### src/rtl/gpio_fs_pkg.sv
package gpio_fs_pkg;
  localparam int unsigned BUS_W  = 32;
  localparam int unsigned ADDR_W = 12;
  localparam int unsigned WORD_W = ADDR_W - 2;
  localparam int unsigned FN_W   = 3;

  localparam logic [FN_W-1:0] FN_OUTPUT = 3'd1;
  localparam logic [FN_W-1:0] FN_SD_A   = 3'd0;
  localparam logic [FN_W-1:0] FN_SD_B   = 3'd4;

  // word indices (byte offset / 4)
  localparam logic [WORD_W-1:0] WI_SET0 = WORD_W'(7);
  localparam logic [WORD_W-1:0] WI_CLR0 = WORD_W'(10);
  localparam logic [WORD_W-1:0] WI_LEV0 = WORD_W'(13);
endpackage

### src/rtl/gpio_fn_regs.sv
module gpio_fn_regs
  import gpio_fs_pkg::*;
#(
  parameter int unsigned NUM_PINS = 54,
  parameter int unsigned FPW      = 10,
  localparam int unsigned NW      = (NUM_PINS + FPW - 1) / FPW
) (
  input  logic                      clk,
  input  logic                      rst_n,
  input  logic                      wr_en,
  input  logic [WORD_W-1:0]         wr_word,
  input  logic [BUS_W-1:0]          wr_data,
  output logic [NUM_PINS*FN_W-1:0]  fn_q,
  output logic [NUM_PINS*FN_W-1:0]  fn_d,
  output logic [NW*BUS_W-1:0]       rd_flat
);
  always_comb begin
    fn_d = fn_q;
    for (int p = 0; p < NUM_PINS; p++) begin
      if (wr_en && (wr_word == WORD_W'(p / FPW)))
        fn_d[p*FN_W +: FN_W] = wr_data[(p % FPW)*FN_W +: FN_W];
    end
  end

  always_ff @(posedge clk or negedge rst_n) begin
    if (!rst_n)     fn_q <= '0;
    else if (wr_en) fn_q <= fn_d;
  end

  always_comb begin
    rd_flat = '0;
    for (int p = 0; p < NUM_PINS; p++)
      rd_flat[(p / FPW)*BUS_W + (p % FPW)*FN_W +: FN_W] = fn_q[p*FN_W +: FN_W];
  end

  // a word that is not written keeps its fields
  assert_word_hold_R1: assert property (@(posedge clk) disable iff (!rst_n)
    (wr_en && wr_word == '0) |=> $stable(rd_flat[NW*BUS_W-1:BUS_W]));
endmodule

### src/rtl/gpio_level_bank.sv
module gpio_level_bank
  import gpio_fs_pkg::*;
#(
  parameter int unsigned NUM_PINS = 54,
  localparam int unsigned NB      = (NUM_PINS + BUS_W - 1) / BUS_W
) (
  input  logic                      clk,
  input  logic                      rst_n,
  input  logic                      set_en,
  input  logic                      clr_en,
  input  logic [WORD_W-1:0]         bank_idx,
  input  logic [BUS_W-1:0]          wr_data,
  input  logic [NUM_PINS*FN_W-1:0]  fn_q,
  output logic [NUM_PINS-1:0]       lev_q,
  output logic [NUM_PINS-1:0]       out_q,
  output logic [NB*BUS_W-1:0]       rd_flat
);
  logic [NUM_PINS-1:0] hit, is_out, lev_d, out_d;
  logic                upd_en;

  for (genvar p = 0; p < NUM_PINS; p++) begin : g_pin
    assign hit[p]    = wr_data[p % BUS_W] && (bank_idx == WORD_W'(p / BUS_W));
    assign is_out[p] = (fn_q[p*FN_W +: FN_W] == FN_OUTPUT);

    assert_nonout_hold_R6: assert property (@(posedge clk) disable iff (!rst_n)
      !is_out[p] |=> $stable(out_q[p]));
    assert_rise_on_level_R5: assert property (@(posedge clk) disable iff (!rst_n)
      $rose(out_q[p]) |-> (lev_q[p] && !$past(lev_q[p])));
    assert_fall_on_level_R5: assert property (@(posedge clk) disable iff (!rst_n)
      $fell(out_q[p]) |-> (!lev_q[p] && $past(lev_q[p])));
  end

  always_comb begin
    lev_d = lev_q;
    out_d = out_q;
    for (int p = 0; p < NUM_PINS; p++) begin
      if (set_en && hit[p]) begin
        lev_d[p] = 1'b1;
        if (is_out[p] && !lev_q[p]) out_d[p] = 1'b1;
      end
      if (clr_en && hit[p]) begin
        lev_d[p] = 1'b0;
        if (is_out[p] && lev_q[p]) out_d[p] = 1'b0;
      end
    end
  end

  assign upd_en = set_en | clr_en;

  always_ff @(posedge clk or negedge rst_n) begin
    if (!rst_n) begin
      lev_q <= '0;
      out_q <= '0;
    end else if (upd_en) begin
      lev_q <= lev_d;
      out_q <= out_d;
    end
  end

  always_comb begin
    rd_flat = '0;
    rd_flat[NUM_PINS-1:0] = lev_q;
  end
endmodule

### src/rtl/gpio_sd_route.sv
module gpio_sd_route
  import gpio_fs_pkg::*;
#(
  parameter int unsigned NUM_PINS  = 54,
  parameter int unsigned SD_FIRST  = 48,
  parameter int unsigned SD_COUNT  = 6
) (
  input  logic                      clk,
  input  logic                      rst_n,
  input  logic                      fs_wr,
  input  logic [NUM_PINS*FN_W-1:0]  fn_next,
  input  logic [NUM_PINS*FN_W-1:0]  fn_q,
  output logic                      sel_q
);
  logic all_a, all_b, now_b, now_a, sel_d;

  always_comb begin
    all_a = 1'b1;
    all_b = 1'b1;
    now_a = 1'b1;
    now_b = 1'b1;
    for (int i = SD_FIRST; i < SD_FIRST + SD_COUNT; i++) begin
      all_a &= (fn_next[i*FN_W +: FN_W] == FN_SD_A);
      all_b &= (fn_next[i*FN_W +: FN_W] == FN_SD_B);
      now_a &= (fn_q[i*FN_W +: FN_W] == FN_SD_A);
      now_b &= (fn_q[i*FN_W +: FN_W] == FN_SD_B);
    end
  end

  always_comb begin
    sel_d = sel_q;
    if (all_a)      sel_d = 1'b0;
    else if (all_b) sel_d = 1'b1;
  end

  always_ff @(posedge clk or negedge rst_n) begin
    if (!rst_n)     sel_q <= 1'b0;
    else if (fs_wr) sel_q <= sel_d;
  end

  assert_sticky_R9: assert property (@(posedge clk) disable iff (!rst_n)
    !fs_wr |=> $stable(sel_q));
  assert_rise_needs_b_R9: assert property (@(posedge clk) disable iff (!rst_n)
    $rose(sel_q) |-> now_b);
  assert_fall_needs_a_R9: assert property (@(posedge clk) disable iff (!rst_n)
    $fell(sel_q) |-> now_a);
endmodule

### src/rtl/gpio_fsel_ctrl.sv
module gpio_fsel_ctrl
  import gpio_fs_pkg::*;
#(
  parameter int unsigned NUM_PINS = 54,
  parameter int unsigned FPW      = 10,
  parameter int unsigned SD_FIRST = 48,
  parameter int unsigned SD_COUNT = 6
) (
  input  logic                 clk,
  input  logic                 rst_n,
  input  logic                 req_valid,
  input  logic                 req_write,
  input  logic [11:0]          req_addr,
  input  logic [31:0]          req_wdata,
  output logic [31:0]          rsp_rdata,
  output logic [NUM_PINS-1:0]  pin_out,
  output logic                 sd_host_sel
);
  localparam int unsigned NW = (NUM_PINS + FPW - 1) / FPW;
  localparam int unsigned NB = (NUM_PINS + BUS_W - 1) / BUS_W;

  logic [WORD_W-1:0]         word;
  logic                      is_fs, is_set, is_clr, wr, rd;
  logic                      fs_wr, set_en, clr_en;
  logic [WORD_W-1:0]         bank_idx;
  logic [NUM_PINS*FN_W-1:0]  fn_q, fn_d;
  logic [NW*BUS_W-1:0]       fs_rd;
  logic [NB*BUS_W-1:0]       lev_rd;
  logic [NUM_PINS-1:0]       lev_q;
  logic [BUS_W-1:0]          rd_d, rdata_q;

  assign word   = req_addr[ADDR_W-1:2];
  assign wr     = req_valid &&  req_write;
  assign rd     = req_valid && !req_write;
  assign is_fs  = (word < WORD_W'(NW));
  assign is_set = (word >= WI_SET0) && (word < WI_SET0 + WORD_W'(NB));
  assign is_clr = (word >= WI_CLR0) && (word < WI_CLR0 + WORD_W'(NB));
  assign fs_wr  = wr && is_fs;
  assign set_en = wr && is_set;
  assign clr_en = wr && is_clr;
  assign bank_idx = is_set ? (word - WI_SET0) : (word - WI_CLR0);

  gpio_fn_regs #(.NUM_PINS(NUM_PINS), .FPW(FPW)) u_fn (
    .clk(clk), .rst_n(rst_n), .wr_en(fs_wr), .wr_word(word),
    .wr_data(req_wdata), .fn_q(fn_q), .fn_d(fn_d), .rd_flat(fs_rd)
  );

  gpio_level_bank #(.NUM_PINS(NUM_PINS)) u_lev (
    .clk(clk), .rst_n(rst_n), .set_en(set_en), .clr_en(clr_en),
    .bank_idx(bank_idx), .wr_data(req_wdata), .fn_q(fn_q),
    .lev_q(lev_q), .out_q(pin_out), .rd_flat(lev_rd)
  );

  gpio_sd_route #(.NUM_PINS(NUM_PINS), .SD_FIRST(SD_FIRST), .SD_COUNT(SD_COUNT)) u_sd (
    .clk(clk), .rst_n(rst_n), .fs_wr(fs_wr), .fn_next(fn_d), .fn_q(fn_q),
    .sel_q(sd_host_sel)
  );

  always_comb begin
    rd_d = '0;
    for (int w = 0; w < NW; w++)
      if (word == WORD_W'(w)) rd_d = fs_rd[w*BUS_W +: BUS_W];
    for (int b = 0; b < NB; b++)
      if (word == WI_LEV0 + WORD_W'(b)) rd_d = lev_rd[b*BUS_W +: BUS_W];
  end

  always_ff @(posedge clk or negedge rst_n) begin
    if (!rst_n)  rdata_q <= '0;
    else if (rd) rdata_q <= rd_d;
  end

  assign rsp_rdata = rdata_q;

  assert_setclr_rd_zero_R7: assert property (@(posedge clk) disable iff (!rst_n)
    (rd && (is_set || is_clr)) |=> (rsp_rdata == '0));
  assert_fs_top_bits_R2: assert property (@(posedge clk) disable iff (!rst_n)
    (rd && is_fs) |=> (rsp_rdata[31:30] == 2'b00));
  assert_rdata_hold_R11: assert property (@(posedge clk) disable iff (!rst_n)
    !rd |=> $stable(rsp_rdata));
  assert_inert_rd_zero_R8: assert property (@(posedge clk) disable iff (!rst_n)
    (rd && word >= WORD_W'(16)) |=> (rsp_rdata == '0));
endmodule

### config.mk
export PLATFORM = sky130hd
export DESIGN_NAME = gpio_fsel_ctrl
export DESIGN_NICKNAME = d
export VERILOG_FILES = /design/src/rtl/gpio_fs_pkg.sv /design/src/rtl/gpio_fn_regs.sv /design/src/rtl/gpio_level_bank.sv /design/src/rtl/gpio_sd_route.sv /design/src/rtl/gpio_fsel_ctrl.sv
export SDC_FILE = /design/constraint.sdc
export NUM_CORES = 1
export LEC_CHECK = 0
export BUFFER_PORTS_ARGS = -buffer_cell sky130_fd_sc_hd__buf_2
export CAP_MARGIN = 20
export CORE_ASPECT_RATIO = 0.6
export CORE_UTILIZATION = 43
export DETAILED_ROUTE_END_ITERATION = 8
export PLACE_DENSITY = 0.66
export SETUP_SLACK_MARGIN = 0.3
export SLEW_MARGIN = 20
export SYNTH_ARGS = -nofsm -noshare
export SYNTH_HDL_FRONTEND = slang
export SYNTH_SLANG_ARGS = --single-unit
### constraint.sdc
create_clock -name clk -period 2.29 [get_ports clk]
set_clock_uncertainty 0.1 [all_clocks]
set_input_delay 0.458 -clock clk [delete_from_list [all_inputs] [get_ports clk]]
set_output_delay 0.458 -clock clk [all_outputs]
set_load 0.1 [all_outputs]
After elaboration in Yosys (flattened, before gate mapping)
Index checks and enable logic that the tools add are counted.
{ "classes": {"n_eq_ne": 68, "addsub": 2, "reduce_logical": 461, "muxes": 341, "order_cmp": 5, "bitwise_logic": 11} }
{ "ops": {"columns": ["cell", "n"], "rows": [
  ["1-bit 2-to-1 mux", 326],
  ["1-bit logical AND", 283],
  ["32-bit 2-to-1 mux", 6],
  ["3-bit by 1-bit == test with 1-bit output (second input constant)", 54],
  ["2-bit AND reduction", 60],
  ["2-bit nonzero test", 55],
  ["30-bit 2-to-1 mux", 2],
  ["1-bit zero test", 55],
  ["10-bit by 1-bit == test with 1-bit output (second input constant)", 2],
  ["10-bit by 2-bit == test with 1-bit output (second input constant)", 2],
  ["10-bit by 3-bit == test with 1-bit output (second input constant)", 2],
  ["10-bit by 4-bit == test with 1-bit output (second input constant)", 2],
  ["10-bit zero test", 2],
  ["10-bit by 4-bit less-than comparator with 1-bit output (second input constant)", 2],
  ["3-bit == test (second input constant)", 6],
  ["3-bit zero test", 6],
  ["3-bit 2-to-1 mux", 6],
  ["1-bit AND", 10],
  ["10-bit by 3-bit greater-or-equal comparator with 1-bit output (second input constant)", 1],
  ["10-bit by 4-bit greater-or-equal comparator with 1-bit output (second input constant)", 1],
  ["10-bit by 3-bit less-than comparator with 1-bit output (second input constant)", 1],
  ["10-bit 2-to-1 mux", 1],
  ["10-bit by 3-bit subtractor with 10-bit output (second input constant)", 1],
  ["10-bit by 4-bit subtractor with 10-bit output (second input constant)", 1],
  ["1-bit bitwise OR", 1]
]} }
{ "word_totals": {"register_bits": 303, "output_inout_bits": 87, "in_bits": 48, "wordCells": 951} }

Depth between registers and ports, before layout
{ "logic_depth": {"depth_word": 12, "mapped_depth": 11} }

Cells and area by module
From an unflattened synthesis, not the netlist that was laid out.
{ "hier_totals": {"cells_unflattened": 1984, "hier_area_um2": 20141.8} }
{ "by_module_without_submodules": {"columns": ["mod", "instances", "area_per_inst_um2", "cells_per_inst"], "rows": [
  ["gpio_fn_regs", 1, 9497.9, 756],
  ["gpio_level_bank", 1, 6309.8, 641],
  ["gpio_fsel_ctrl", 1, 4236.6, 576],
  ["gpio_sd_route", 1, 97.6, 11]
]} }

Worst setup path after synthesis
OpenSTA, ideal clock, no wires.
{ "synth_path": {"path_kind": "input to register", "start": "input req_addr[3]", "end": "register u_lev.out_q[21]", "t_required_ns": 2.060, "slack_ns": -0.412, "setup_time_ns": 0.130, "stages": 10, "arrival_ns": 2.471, "n_path_buf": 2, "cell_sequence": "clkbuf_1 > inv_1 > ha_1 > nand3b_1 > a2111o_1 > a22oi_2 > o211ai_2 > buf_2 > o41ai_1 > a21oi_1"} }
{ "synth_via": {"elab_chain_cells": 9, "elab_cells_between_ends": 19} }
{ "synth_rtl": {"columns": ["element", "line_no", "text"], "rows": [
  ["from (decl)", "gpio_fsel_ctrl.sv:13", "input logic [11:0] req_addr,"],
  ["10-bit by 3-bit greater-or-equal comparator with 1-bit output / 10-bit by 4-bit less-than comparator with 1-bit output (equally long branches)", "gpio_fsel_ctrl.sv:36", "assign is_set = (word >= WI_SET0) && (word < WI_SET0 + WORD_W'(NB));"],
  ["1-bit logical AND", "gpio_fsel_ctrl.sv:36", null],
  ["10-bit 2-to-1 mux", "gpio_fsel_ctrl.sv:41", "assign bank_idx = is_set ? (word - WI_SET0) : (word - WI_CLR0);"],
  ["10-bit zero test", "gpio_level_bank.sv:22", "assign hit[p] = wr_data[p % BUS_W] && (bank_idx == WORD_W'(p / BUS_W));"],
  ["1-bit logical AND", "gpio_level_bank.sv:22", null],
  ["1-bit logical AND", "gpio_level_bank.sv:37", "if (set_en && hit[p]) begin"],
  ["1-bit 2-to-1 mux", "gpio_level_bank.sv:37", null],
  ["1-bit 2-to-1 mux", "gpio_level_bank.sv:43", "if (is_out[p] && lev_q[p]) out_d[p] = 1'b0;"],
  ["1-bit 2-to-1 mux", "gpio_level_bank.sv:41", "if (clr_en && hit[p]) begin"],
  ["to (signal assigned)", "gpio_level_bank.sv:56", "out_q <= out_d;"],
  ["to (decl)", "gpio_level_bank.sv:15", "output logic [NUM_PINS-1:0] out_q,"]
]} }
Parallel ways exist; a longest one is shown, timed or not.
A chain may end at the register's enable or synchronous reset.

Worst setup path after layout
{ "layout_path": {"start": "input req_addr[9]", "end": "register u_lev.lev_q[16]"} }
{ "layout_via": {"elab_chain_cells": 8, "elab_cells_between_ends": 19} }
{ "layout_rtl": {"columns": ["element", "line_no", "text"], "rows": [
  ["10-bit by 3-bit greater-or-equal comparator with 1-bit output / 10-bit by 4-bit less-than comparator with 1-bit output (equally long branches)", "gpio_fsel_ctrl.sv:36", null],
  ["1-bit logical AND", "gpio_fsel_ctrl.sv:36", null],
  ["10-bit 2-to-1 mux", "gpio_fsel_ctrl.sv:41", null],
  ["10-bit zero test", "gpio_level_bank.sv:22", null],
  ["1-bit logical AND", "gpio_level_bank.sv:22", null],
  ["1-bit logical AND, on equally long branches", "gpio_level_bank.sv:41, gpio_level_bank.sv:37", null],
  ["2-bit nonzero test (no line)", null, null],
  ["2-bit AND reduction (no line)", null, null],
  ["to (signal assigned)", "gpio_level_bank.sv:55", "lev_q <= lev_d;"],
  ["to (decl)", "gpio_level_bank.sv:14", "output logic [NUM_PINS-1:0] lev_q,"]
]} }
Parallel ways exist; a longest one is shown, timed or not.

==> metrics <==
crit-path max FO 8; cell area after synthesis 0.01476 mm²; CTS tree yes; non-filler cells, final 2,209; fin util 0.6151; RSZ-0062 raised after global routing yes; #FFs+latches synth 303; Final Cycle Share 1.014; max_cap viols 0; initial antenna violation count 4; I/O pin cnt between 100 and 150; Initial DRC Count roughly 1,800; mean number of vias per cell 6.382; Hold Fails Final Rpt 0; synth unique cells around 70; Critical Path AT ~2.7 ns; Avg WL per Cell between 20 and 30 µm; Net Count, Synth around 1,500; Period minus WS final 2.323 ns; pwr dens 579.2 mW/mm²; min-delay worst type input pin to flop; setup ws final -0.03284 ns; cell count after synthesis approximately 1,400; total grt overflow 0; Final Max Tran Viols 0; Worst-Skew Late Latency ~0.58 ns; Post-synth EDFFs 0; Root Buffer clkbuf_16; status complete, but fails checks; Avg Inst Size Synth roughly 11 µm²; Seq/Total Area, Yosys 0.5138; design area 0.02077 mm²; violated checks setup timing; placed instance area 0.01789 mm²; Final #Nets 1,781; layout cell share with drive strength beyond 1 0.4645; Core ar. ~0.034 mm²; post-route ant nets 0; CP startpoint kind input pin; crit path kind input pin to flop; Yosys Warn Count 0; Die Y 145.5 µm; Worst Max-Slew Pin Slew just under 1 ns; FP Rows 52; ys flop type dfrtp_1; drt drc 0; final WL between 60,000 and 70,000 µm; TNS Setup -0.2416 ns; clk sink count ~300; Slew headroom 0.3392; Die Wd 241.2 µm; area grow syn2layout 40.73%; CP required about 2.7 ns; routability cong. roughly 1; ys async rst share 1.000; Final Setup Violations 13; vias in the first global route roughly 13,000; clock slew at reported path FFs 0.07 ns; Num CTS Buffers 28; largest net degree at the start of global routing approximately 60; Final Power 12.03 mW; Vias about 14,000; port buffer count around 130; detailed placement HPWL between 40,000 and 50,000 µm; VDD IR max around 0.00057 V; # fillers around 2,700; global-route wire length before repair between 80,000 and 90,000 µm; Tot GR Track Use 0.3334; placed cells between 2,000 and 2,500; DR pass1 iterations 6; highest clock rate roughly 0.43 GHz; crit end category flop; Die Area around 0.035 mm²; H-Tree Depth 1; leakage power of the design ~9.6 nW; Longest Clk Path Bufs 3; starting density of the core 0.4370
==> cells by family after synthesis <==
| kind of cell | Yosys count | share of synthesized area |
|---|---|---|
| fa+ha+maj | 8 | 0.006783 |
| flops | 303 | 0.5138 |
| xor+xnor | 1 | 0.0005936 |
| simple gates | 312 | 0.1110 |
| mux | 165 | 0.1253 |
| buf+inv | 132 | 0.03790 |
| compound gates | 484 | 0.2047 |
==> final cells by class <==
class / instances / area (µm²) / area share
Clock buffer: 41 / 860.8 / 0.04145
Inverter: 21 / 88.84 / 0.004277
Clock inverter: 10 / 178.9 / 0.008615
Multi-Input combinational cell: 970 / 7835 / 0.3773
Antenna cell: 4 / 10.01 / 0.0004820
Tap cell: 459 / 574.3 / 0.02765
Timing Repair Buffer: 401 / 3637 / 0.1751
Sequential cell: 303 / 7584 / 0.3651
==> sequential cells by signal, indices dropped and copies added, names as in the netlist <==
signal       cells
rsp_rdata       32
u_fn.fn_q      162
u_lev.lev_q     54
u_lev.out_q     54
u_sd.sel_q       1
==> metal layers <==
metal	part of all wire	track usage	vias to the layer above	wire length, µm
met3	0.13	0.09693	98	8241
li1	-	-	5921	-
met1	0.44	0.5297	7154	26930
met5	0	0	-	0
met2	0.41	0.4386	925	25270
met4	0.023	0.07342	0	1450
==> power by group <==
group          internal, mW  leakage, nW  total [mW]  switching [mW]
Clock                  3.16        0.516        5.35            2.19
Sequential             5.40         4.20        5.44          0.0423
Combinational         0.346         4.86        1.23           0.887
Total                  8.91         9.58        12.0            3.12
==> critical path, stage by stage <==
cell	delay (ns)
buf_6	0.09
or4_4	0.53
a2111o_1	0.40
a22oi_2	0.32
buf_4	0.18
and2_4	0.27
buf_12	0.15
buf_16	0.14
a21oi_2	0.05
a21oi_1	0.12
==> cells in the final DEF (no fill, tap or decap), types with 8 or more instances in the layout <==
master,n
clkbuf_8,9
inv_1,19
nor3_1,19
clkbuf_16,37
mux2_2,146
a21oi_2,79
dfrtp_1,302
nor4bb_1,12
buf_4,196
a21oi_1,119
o21ai_0,63
a22o_1,17
a21oi_4,16
a22oi_1,23
or4bb_1,10
buf_12,39
o221ai_1,11
o22ai_1,13
buf_8,9
o21ai_1,18
nand4_1,15
a221oi_2,8
buf_6,31
o21ba_2,8
clkbuf_4,11
o211ai_1,15
nand3_1,19
mux2_4,12
nor2_1,62
nand2_1,99
a221o_1,16
buf_2,101
a221oi_1,12
o21ai_2,8
nor3b_1,10
==> what timing repair did <==
action                     in CTS  in global routing
pin swaps                       7                 63
hold endpoints to repair       52                  0
gates cloned                    3                 14
hold buffers                    3                  0
gates resized for setup        50                224
setup buffers                  11                 30
setup endpoints to repair     192                228
==> path summary, 6_finish.rpt <==
path | from | depth (start not counted) | slack (ns) | to
worst max-delay path | req_addr[9] | 10 | -0.03 | u_lev.lev_q[16]
worst min-delay path | req_wdata[27] | 2 | 0.08 | u_lev.lev_q[27]
worst max register to register | u_fn.fn_q[127] | 4 | 0.30 | u_lev.out_q[42]
worst min register to register | rsp_rdata[11] | 2 | 0.39 | rsp_rdata[11]
max in group asynchronous | rst_n | 3 | 1.04 | u_lev.lev_q[11]
min in group asynchronous | rst_n | 2 | 0.34 | u_lev.lev_q[43]
==> synth_stat cells (3+ instances only) <==
| cell type | n | share of area |
|---|---|---|
| o22ai_1 | 13 | 0.0055 |
| o41ai_1 | 10 | 0.0059 |
| nor4_1 | 10 | 0.0042 |
| a22oi_1 | 29 | 0.015 |
| clkbuf_1 | 79 | 0.020 |
| o211ai_1 | 15 | 0.0076 |
| a211oi_1 | 4 | 0.0020 |
| clkbuf_2 | 3 | 0.0010 |
| a21oi_1 | 214 | 0.073 |
| mux2i_1 | 7 | 0.0047 |
| o221ai_1 | 11 | 0.0065 |
| or4bb_1 | 10 | 0.0076 |
| o21ai_0 | 90 | 0.031 |
| a2bb2oi_1 | 4 | 0.0024 |
| buf_2 | 12 | 0.0041 |
| nand3_1 | 26 | 0.0088 |
| nor3b_1 | 12 | 0.0061 |
| a22o_1 | 17 | 0.010 |
| a31oi_1 | 8 | 0.0034 |
| mux2_2 | 157 | 0.12 |
| o21ba_2 | 8 | 0.0054 |
| nor2_1 | 67 | 0.017 |
| ha_1 | 8 | 0.0068 |
| nor4bb_1 | 12 | 0.0081 |
| nand2_1 | 106 | 0.027 |
| a41oi_1 | 6 | 0.0036 |
| nand3b_1 | 5 | 0.0025 |
| dfrtp_1 | 303 | 0.51 |
| inv_1 | 21 | 0.0053 |
| buf_4 | 6 | 0.0031 |
| nor2b_1 | 7 | 0.0030 |
| a221oi_1 | 21 | 0.012 |
| buf_1 | 8 | 0.0020 |
| nand4_1 | 15 | 0.0064 |
| a221o_1 | 16 | 0.011 |
| nor3_1 | 21 | 0.0071 |
| buf_6 | 3 | 0.0023 |
| o31ai_1 | 3 | 0.0015 |
==> metrics by stage <==
| step | setup WS, ns | hold WS, ns |
|---|---|---|
| after floorplan | -0.2492 | 0.06241 |
| after global placement | -0.4850 | 0.3599 |
| after detailed placement | -0.6055 | 0.3607 |
| after CTS | 0.07634 | 0.06249 |
| after global routing | -0.08416 | 0.07770 |
| final | -0.03284 | 0.07885 |
Note: power is estimated with default switching activity, not from simulation.
